<file path="config.mk">
export PLATFORM = sky130hd
export DESIGN_NAME = ovb_mask_stage
export DESIGN_NICKNAME = d
export VERILOG_FILES = /design/src/rtl/ovb_pkg.sv /design/src/rtl/ovb_blink_timer.sv /design/src/rtl/ovb_pixel_mask.sv /design/src/rtl/ovb_overlay_sel.sv /design/src/rtl/ovb_mask_stage.sv
export SDC_FILE = /design/constraint.sdc
export NUM_CORES = 1
export LEC_CHECK = 0
export BUFFER_PORTS_ARGS = -buffer_cell sky130_fd_sc_hd__buf_4
export CAP_MARGIN = 20
export CELL_PAD_IN_SITES_DETAIL_PLACEMENT = 0
export CELL_PAD_IN_SITES_GLOBAL_PLACEMENT = 1
export CORE_UTILIZATION = 29
export CTS_CLUSTER_DIAMETER = 60
export CTS_CLUSTER_SIZE = 14
export DETAILED_ROUTE_END_ITERATION = 16
export PLACE_DENSITY_LB_ADDON = 0.1
export SYNTH_ARGS = -nofsm -noshare
export SYNTH_HDL_FRONTEND = slang
export SYNTH_HIERARCHICAL = 1
export SYNTH_SLANG_ARGS = --single-unit
export TNS_END_PERCENT = 30
</file>
<file path="constraint.sdc">
create_clock -name clk -period 1.7 [get_ports clk]
set_input_delay 0 -clock clk [delete_from_list [all_inputs] [get_ports clk]]
set_output_delay 0 -clock clk [all_outputs]
set_load 0.03 [all_outputs]
</file>
<file path="src/rtl/ovb_pkg.sv">
`timescale 1ns/1ps
// Package ovb_pkg
// Shared encodings and blink timing helpers for the overlay/blink mask stage.
// Assumes the blink length unit is a count of vertical periods (default 16).
package ovb_pkg;

    localparam int RATE_W = 2;

    // Blink rate encoding carried in the command word
    typedef enum logic [RATE_W-1:0] {
        BR_1ON_3OFF = 2'd0,
        BR_1ON_1OFF = 2'd1,
        BR_2ON_2OFF = 2'd2,
        BR_4ON_4OFF = 2'd3
    } blink_rate_e;

    // Number of vertical periods spent in the on phase
    function automatic int unsigned rate_on_len(input logic [RATE_W-1:0] sel,
                                                input int unsigned unit);
        case (blink_rate_e'(sel))
            BR_1ON_3OFF: return unit;
            BR_1ON_1OFF: return unit;
            BR_2ON_2OFF: return 2 * unit;
            default:     return 4 * unit;
        endcase
    endfunction

    // Full on+off cycle length in vertical periods
    function automatic int unsigned rate_period(input logic [RATE_W-1:0] sel,
                                                input int unsigned unit);
        case (blink_rate_e'(sel))
            BR_1ON_3OFF: return 4 * unit;
            BR_1ON_1OFF: return 2 * unit;
            BR_2ON_2OFF: return 4 * unit;
            default:     return 8 * unit;
        endcase
    endfunction

endpackage

</file>
<file path="src/rtl/ovb_blink_timer.sv">
`timescale 1ns/1ps
// Module ovb_blink_timer
// Counts rising edges of vertical sync and reports whether the current
// vertical period lies in the blink off phase. A change of rate select
// restarts the count at the first period of the on phase.
// Assumes vsync_in is synchronous to clk.
module ovb_blink_timer #(
    parameter int unsigned UNIT  = 16,
    parameter int          CNT_W = $clog2(8 * UNIT)
) (
    input  logic                      clk,
    input  logic                      rst_n,
    input  logic                      vsync_in,
    input  logic [ovb_pkg::RATE_W-1:0] rate_sel,
    output logic                      blink_off,
    output logic [CNT_W-1:0]          count
);
    logic                       vs_q;
    logic [ovb_pkg::RATE_W-1:0] rate_q;
    logic                       vs_rise;
    logic                       rate_chg;
    logic [CNT_W-1:0]           on_len;
    logic [CNT_W-1:0]           last_cnt;

    // Derive edge, rate change and phase limits from stored state
    always_comb begin
        vs_rise  = vsync_in & ~vs_q;
        rate_chg = (rate_sel != rate_q);
        on_len   = CNT_W'(ovb_pkg::rate_on_len(rate_q, UNIT));
        last_cnt = CNT_W'(ovb_pkg::rate_period(rate_q, UNIT) - 1);
    end

    // Advance the period counter, wrap it, or restart it on a rate change
    always_ff @(posedge clk) begin
        if (!rst_n) begin
            vs_q   <= 1'b0;
            rate_q <= '0;
            count  <= '0;
        end else begin
            vs_q   <= vsync_in;
            rate_q <= rate_sel;
            if (rate_chg) begin
                count <= '0;
            end else if (vs_rise) begin
                count <= (count == last_cnt) ? '0 : count + 1'b1;
            end
        end
    end

    // Off phase covers the counts past the on length
    always_comb begin
        blink_off = (count >= on_len);
    end

endmodule

</file>
<file path="src/rtl/ovb_pixel_mask.sv">
`timescale 1ns/1ps
// Module ovb_pixel_mask
// Combinational pixel gating: the read mask always applies, the inverted
// blink mask applies only while blink_off is high.
module ovb_pixel_mask #(
    parameter int PIX_W = 8
) (
    input  logic [PIX_W-1:0] pix_in,
    input  logic [PIX_W-1:0] read_mask,
    input  logic [PIX_W-1:0] blink_mask,
    input  logic             blink_off,
    output logic [PIX_W-1:0] pix_out
);
    logic [PIX_W-1:0] keep;

    // Bits allowed through by the blink stage this period
    always_comb begin
        keep = blink_off ? ~blink_mask : {PIX_W{1'b1}};
    end

    // Apply both masks
    always_comb begin
        pix_out = pix_in & read_mask & keep;
    end

endmodule

</file>
<file path="src/rtl/ovb_overlay_sel.sv">
`timescale 1ns/1ps
// Module ovb_overlay_sel
// Combinational overlay gating and output source choice. Each overlay bit
// is qualified by its enable and, in the off phase, by its blink enable.
// A nonzero result selects that overlay color; otherwise ram_en chooses
// between palette data and overlay color 0.
module ovb_overlay_sel #(
    parameter int OVL_W = 2
) (
    input  logic [OVL_W-1:0] ovl_in,
    input  logic [OVL_W-1:0] ovl_en,
    input  logic [OVL_W-1:0] ovl_blink,
    input  logic             blink_off,
    input  logic             ram_en,
    output logic [OVL_W-1:0] ovl_out,
    output logic             use_pal
);
    logic [OVL_W-1:0] eff;

    // One gating slice per overlay bit
    for (genvar g = 0; g < OVL_W; g++) begin : g_bit
        assign eff[g] = ovl_in[g] & ovl_en[g] & ~(ovl_blink[g] & blink_off);
    end

    // Overlay wins when active; otherwise palette or overlay color 0
    always_comb begin
        if (eff != '0) begin
            ovl_out = eff;
            use_pal = 1'b0;
        end else begin
            ovl_out = '0;
            use_pal = ram_en;
        end
    end

endmodule

</file>
<file path="src/rtl/ovb_mask_stage.sv">
`timescale 1ns/1ps
// Module ovb_mask_stage
// Top of the overlay and blink pixel mask stage. Splits the command word,
// runs the blink timer, gates pixel and overlay, and registers the result
// with one cycle of latency.
// Assumes all inputs are synchronous to clk; command layout is fixed by
// OVL_W: enables, then blink enables, then rate, then palette source.
module ovb_mask_stage #(
    parameter int          PIX_W = 8,
    parameter int          OVL_W = 2,
    parameter int unsigned UNIT  = 16,
    localparam int         CMD_W = 2 * OVL_W + ovb_pkg::RATE_W + 2,
    localparam int         CNT_W = $clog2(8 * UNIT)
) (
    input  logic             clk,
    input  logic             rst_n,
    input  logic [PIX_W-1:0] pix_in,
    input  logic [OVL_W-1:0] ovl_in,
    input  logic             vsync_in,
    input  logic [PIX_W-1:0] read_mask,
    input  logic [PIX_W-1:0] blink_mask,
    input  logic [CMD_W-1:0] cmd_in,
    output logic [PIX_W-1:0] pal_addr,
    output logic [OVL_W-1:0] ovl_sel,
    output logic             pal_sel
);
    localparam int EN_LO   = 0;
    localparam int BL_LO   = OVL_W;
    localparam int RATE_LO = 2 * OVL_W;
    localparam int RAM_BIT = RATE_LO + ovb_pkg::RATE_W;

    logic [OVL_W-1:0]           ovl_en;
    logic [OVL_W-1:0]           ovl_blink;
    logic [ovb_pkg::RATE_W-1:0] rate_sel;
    logic                       ram_en;
    logic                       blink_off;
    logic [CNT_W-1:0]           tmr_count;
    logic [PIX_W-1:0]           pix_nxt;
    logic [OVL_W-1:0]           ovl_nxt;
    logic                       pal_nxt;

    // Split the command word into its fields
    always_comb begin
        ovl_en    = cmd_in[EN_LO +: OVL_W];
        ovl_blink = cmd_in[BL_LO +: OVL_W];
        rate_sel  = cmd_in[RATE_LO +: ovb_pkg::RATE_W];
        ram_en    = cmd_in[RAM_BIT];
    end

    ovb_blink_timer #(
        .UNIT  (UNIT),
        .CNT_W (CNT_W)
    ) u_timer (
        .clk       (clk),
        .rst_n     (rst_n),
        .vsync_in  (vsync_in),
        .rate_sel  (rate_sel),
        .blink_off (blink_off),
        .count     (tmr_count)
    );

    ovb_pixel_mask #(
        .PIX_W (PIX_W)
    ) u_pix (
        .pix_in     (pix_in),
        .read_mask  (read_mask),
        .blink_mask (blink_mask),
        .blink_off  (blink_off),
        .pix_out    (pix_nxt)
    );

    ovb_overlay_sel #(
        .OVL_W (OVL_W)
    ) u_ovl (
        .ovl_in    (ovl_in),
        .ovl_en    (ovl_en),
        .ovl_blink (ovl_blink),
        .blink_off (blink_off),
        .ram_en    (ram_en),
        .ovl_out   (ovl_nxt),
        .use_pal   (pal_nxt)
    );

    // Register all outputs together so they stay aligned
    always_ff @(posedge clk) begin
        if (!rst_n) begin
            pal_addr <= '0;
            ovl_sel  <= '0;
            pal_sel  <= 1'b0;
        end else begin
            pal_addr <= pix_nxt;
            ovl_sel  <= ovl_nxt;
            pal_sel  <= pal_nxt;
        end
    end

endmodule

</file>
======== Word-level counts from Yosys, hierarchy flattened ========
Cells that the tools add are included.
W data, S select, Z words.
word-level totals
  bits in registers ....................... 21
  bits of input ports ..................... 37
  output and inout bits ................... 11
operators by class
  add/subtract/negate cells ............... 2
  magnitude comparators ................... 1
  equal/unequal tests ..................... 4
  muxes and demuxes ....................... 4
  bitwise operators ....................... 14
  reduce and logical (&&, ||, !) cells .... 7
operators by type and width
  operator               count
  $pmux W7 S2            2
  $and A8 B8 Y8          2
  $mux W8                1
  $not A8 Y8             1
  $reduce_or A2 Y1       4
  $add A7 B1 Y7 const B  1
  $and A1 B1 Y1          7
  $eq A7 B7 Y1           1
  $ge A7 B7 Y1           1
  $mux W7                1
  $sub A7 B1 Y7 const B  1
  $not A1 Y1             4
  $eq A2 B1 Y1 const B   1
  $eq A2 B2 Y1 const B   1
  $logic_not A2 Y1       1
  $ne A2 B2 Y1           1
  $reduce_and A2 Y1      1
  $reduce_bool A2 Y1     1

======== Logic depth before layout (Yosys ltp) ========
  word-level depth ........................ 9
  mapped depth ............................ 9
  gate-level depth less buffers ........... 9

======== Cells and area by module ========
Netlist, hierarchy kept.
by module, submodules not included
  module           times used  cells each  area each (um^2)  sequential area each (um^2)
  ovb_blink_timer  1           63          571.8             200.2
  ovb_mask_stage   1           23          300.3             220.2
  ovb_pixel_mask   1           17          85.1              0.0
  ovb_overlay_sel  1           7           38.8              0.0

======== Worst setup path before layout ========
OpenSTA, ideal clock, no wires.
  path kind ............................... flip-flop to flip-flop
  start point ............................. register u_timer.count[4]
  end point ............................... register pal_sel
  setup time .............................. 115 ps
  arrival ................................. 1685 ps
  data required time ...................... 1585 ps
  slack ................................... -100 ps
  cell stages (with the launch flop) ...... 10
  period minus slack after synthesis ...... 1800 ps
  cells stage by stage .................... dfxtp_1 -> inv_1 -> ha_1 -> nand2_1 -> o31ai_1 -> a21o_1 -> a21o_1 -> and2_1 -> o221a_1 -> and2_1
between the ends
  cells in the longest elaborated chain, start to end .. 6
  elaborated cells on any way between the ends .. 9
  those cells by class .................... order compare (1); bitwise (6); reduce/logical (2)
ends and longest elaborated chain
  what                          line                   text
  start: declaration            ovb_blink_timer.sv:16  output logic [CNT_W-1:0] count
  start signal: assignment      ovb_blink_timer.sv:45  count <= (count == last_cnt) ? '0 : count + 1'b1;
  $ge A7 B7 Y1 *                ovb_blink_timer.sv:52  blink_off = (count >= on_len);
  via blink_off                 ovb_mask_stage.sv:36   logic blink_off;
  $and A1 B1 Y1                 ovb_overlay_sel.sv:22  assign eff[g] = ovl_in[g] & ovl_en[g] & ~(ovl_blink[g] & blink_off);
  $not A1 Y1                    ovb_overlay_sel.sv:22
  $and A1 B1 Y1                 ovb_overlay_sel.sv:22
  $reduce_bool A2 Y1 *          ovb_overlay_sel.sv:27  if (eff != '0) begin
  $reduce_or A2 Y1 (no line) *  n/a
  end signal: assignment        ovb_mask_stage.sv:93   pal_sel <= pal_nxt;
  end: declaration              ovb_mask_stage.sv:25   output logic pal_sel
Mark *: on every way through the listed nets, which the timed path passes. The rest lies on a longest branch.
A chain may end at the register's enable or synchronous reset.

======== Final worst setup path ========
  start point ............................. register u_timer/rate_q[1] (netlist name)
  end point ............................... register pal_sel
between the ends
  cells in the longest elaborated chain, start to end .. 9
  elaborated cells on any way between the ends .. 14
  those cells by class .................... order compare (1); eq/ne (2); mux (1); bitwise (6); reduce/logical (4)
ends and longest elaborated chain
  what                                              line                   text
  start: declaration                                ovb_blink_timer.sv:19  logic [ovb_pkg::RATE_W-1:0] rate_q;
  start signal: assignment                          ovb_blink_timer.sv:41  rate_q <= rate_sel;
  $eq A2 B1 Y1 or $logic_not A2 Y1 (tied branches)  ovb_pkg.sv:20          case (blink_rate_e'(sel))
  $reduce_or A2 Y1 (no line)                        n/a
  $pmux W7 S2 *                                     ovb_pkg.sv:20
  $ge A7 B7 Y1 *                                    ovb_blink_timer.sv:52
  via blink_off                                     ovb_mask_stage.sv:36
  $and A1 B1 Y1                                     ovb_overlay_sel.sv:22
  $not A1 Y1                                        ovb_overlay_sel.sv:22
  $and A1 B1 Y1                                     ovb_overlay_sel.sv:22
  $reduce_bool A2 Y1 *                              ovb_overlay_sel.sv:27
  $reduce_or A2 Y1 (no line) *                      n/a
Marks and branches as above.

==> metrics <==
worst min path class=input pin to flop; Area contributors post-synth=sky130_fd_sc_hd__dfxtp_1, sky130_fd_sc_hd__and2_1, sky130_fd_sc_hd__ha_1; Slowest-stage cell, CP=sky130_fd_sc_hd__dfxtp_4; launching element type of the critical path=flop; final hold violation count=0; final period demand of the worst path=1.72 ns; worst slew margin relative to its limit=0.775; highest metal layer with signal wires=met4; kind of critical path=flop to flop; placed cell areas=0.00145 mm2; final critical-path share of the clock period=1.01; smallest setup slack after layout=-0.0176 ns; Detail Placement HPWL=1870 um; grt ovf=0; antenna diode count=0; area of the core=0.00315 mm2; Syn Nets=152; Design Area, Final=0.00163 mm2; number of clock buffers inserted by TritonCTS=3; top-level port count=48; clock-pin slew of the registers on the worst-case setup and hold paths=0.12 ns; last weighted congestion value of the routability-driven placer=0.741; syn avg cell area=9.05 um2; EDFF count, synth=0; clk sink count=21; Syn Std Cell Area=996 um2; die outline width=60.6 um; post-synthesis cell count=110; CP most frequent cell=sky130_fd_sc_hd__a21o_1; root cell of the clock tree=sky130_fd_sc_hd__clkbuf_4; area growth from synthesis to layout=63.6%; largest net degree at the start of global routing=16; maximum clock frequency=0.582 GHz; clock insertion delay at the later pin of the skew report=0.30 ns; number of antenna violations at the first check in global routing=0; drt pass-1 iters=4; aggregate routed wire length=2490 um; Global Route Usage Sum=0.151; initial detailed-routing violation count=31; Total Nets Final=220; number of synthesized register bits=21; CTS tree=yes; Leakage=0.741 nW; commonest register cell after synthesis=sky130_fd_sc_hd__dfxtp_1; FFs w/ async S/R, synth=0; failing checks=negative setup slack; starting density of the core=0.316; Worst setup startpoint=u_timer/rate_q[1]; number of failing setup endpoints in the final timing report=1; Port Buffer Count=46; number of synthesis warnings=6; transition time at the pin with the least slew margin=0.336 ns; met2 wirelength from detailed routing=1230 um; wire length of the first global-routing pass=4080 um; vias per inst=4.23; biggest area consumer among synthesized cells=sky130_fd_sc_hd__dfxtp_1; post-DR wirelength/cell=11.3 um; routed metal-1 wirelength=1110 um; slowest cell delay on critical path=0.39 ns; run status=finished, violations left; Worst Path Max Fanout=4; worst endpoint data arrival time=1.93 ns; IR Drop Worst-Case VDD=309 uV; capturing element type of the critical path=flop; detailed-routed wire length on met3=137 um; final core area utilization=0.517; H-tree Lvls=1; maximum clock path buffer count=2; unrepaired setup endpoints after global routing=yes; num rows=20; max-slew violations=0; data required time at the worst endpoint=1.91 ns; via count of the first global-routing pass=942; remaining antenna violation count=0; Die Height=60.6 um; power per standard cell area=605 mW/mm2; routed vias=934; share of post-route cells with drive strength above 1=0.435; worst min-delay path startpoint=rst_n; area of the die=0.00367 mm2; Unique masters post-synth=28; # DRC=0; largest delay contributor family on the critical path=compound AO/OA/AOI/OAI gates; fraction of synthesized cell area taken by the top area cell type=0.422; worst clock skew=0.00118 ns; register area share after synthesis=0.422; max_cap viols=0; FF-to-FF Start=u_timer/rate_q[1]; cells along the critical path=buf_6 > nand2b_4 > ha_4 > a21o_1 > a21o_1 > and2_4 > o221a_1 > and2_1; worst path bufs/invs=1
## worst paths after layout
| kind | endpoint | slack, ns | cells past startpoint |
|---|---|---|---|
| max | pal_sel | -0.02 | 8 |
| min | pal_addr[1] | 0.01 | 2 |
| max reg2reg | pal_sel | -0.02 | 8 |
| min reg2reg | u_timer/count[6] | 0.56 | 2 |
## power breakdown
group | internal [mW] | switching [mW] | total (mW)
sequential | 0.508 | 0.00747 | 0.515
combinational | 0.132 | 0.0899 | 0.222
clock | 0.0913 | 0.157 | 0.248
total | 0.731 | 0.254 | 0.985
## cell usage in the layout (no fill, tap or decap), types with 2 or more instances in the layout
cell	count
sky130_fd_sc_hd__nor3_1	3
sky130_fd_sc_hd__dfxtp_1	17
sky130_fd_sc_hd__xnor2_1	5
sky130_fd_sc_hd__and2_4	3
sky130_fd_sc_hd__clkbuf_4	3
sky130_fd_sc_hd__a21o_1	2
sky130_fd_sc_hd__dlygate4sd3_1	11
sky130_fd_sc_hd__nand3_1	2
sky130_fd_sc_hd__ha_1	3
sky130_fd_sc_hd__dfxtp_2	3
sky130_fd_sc_hd__nand2_1	14
sky130_fd_sc_hd__nand4_1	2
sky130_fd_sc_hd__nor2_1	6
sky130_fd_sc_hd__xor2_1	2
sky130_fd_sc_hd__and2_1	13
sky130_fd_sc_hd__a21oi_1	10
sky130_fd_sc_hd__ha_4	2
sky130_fd_sc_hd__inv_1	3
sky130_fd_sc_hd__buf_4	55
## area by class of cell
cell class	count	area (um2)
clock buffer	4	26.3
multi-input combinational	80	564
sequential	21	428
inverter	5	21.3
timing repair buffer	67	534
fill	318	1520
tap	44	55.1
## synthesized netlist by cell type, types with 2 or more instances
cell / n
sky130_fd_sc_hd__and2_1: 15
sky130_fd_sc_hd__inv_1: 5
sky130_fd_sc_hd__nand3_1: 2
sky130_fd_sc_hd__buf_6: 3
sky130_fd_sc_hd__a21oi_1: 10
sky130_fd_sc_hd__nor3_1: 3
sky130_fd_sc_hd__ha_1: 5
sky130_fd_sc_hd__nand2_1: 15
sky130_fd_sc_hd__dfxtp_1: 21
sky130_fd_sc_hd__xnor2_1: 5
sky130_fd_sc_hd__xor2_1: 2
sky130_fd_sc_hd__a21o_1: 2
sky130_fd_sc_hd__nor2_1: 6
sky130_fd_sc_hd__nand4_1: 2
## metal layers
layer,vias up,global-route usage
met5,-,0
met3,2,0.0405
met4,0,0.0390
li1,500,-
met2,26,0.268
met1,406,0.180
## stage by stage
step | power, mW | setup slack (ns) | cells | hold slack (ns) | TNS [ns]
floorplan | 0.624 | 0.00321 | 110 | 0.121 | 0
global placement | 0.716 | 0.00980 | 205 | 0.227 | 0
detailed placement | 0.720 | -0.0392 | 205 | 0.233 | -0.0392
CTS | 0.991 | -0.0340 | 220 | 0.0217 | -0.175
global route | 1.05 | -0.111 | 221 | 0.0219 | -0.748
finish | 0.985 | -0.0176 | 221 | 0.0142 | -0.0176
## registers in the layout, indices dropped and copies added, names as in the netlist
name and cells:
u_timer/count 7, pal_sel 1, pal_addr 8, ovl_sel 2, u_timer/vs_q 1, u_timer/rate_q 2
## what timing repair did
item                       in CTS  in global routing
setup endpoints to repair       1                 11
buffers inserted                0                  1
hold endpoints to repair       11                  0
resized for setup               2                  6
pin swaps                       5                  5
gates cloned                    0                  0
hold buffers                   11                  0
## cell families after synthesis
| group | Yosys count | synth area share |
|---|---|---|
| AO/OA/AOI/OAI | 17 | 0.107 |
| XOR/XNOR | 7 | 0.0616 |
| adder cells (fa/ha/maj) | 5 | 0.0628 |
| buffers and inverters | 9 | 0.0565 |
| flip-flops | 21 | 0.422 |
| AND/OR/NAND/NOR | 51 | 0.290 |
No activity file was read; power rests on OpenSTA's default activity.
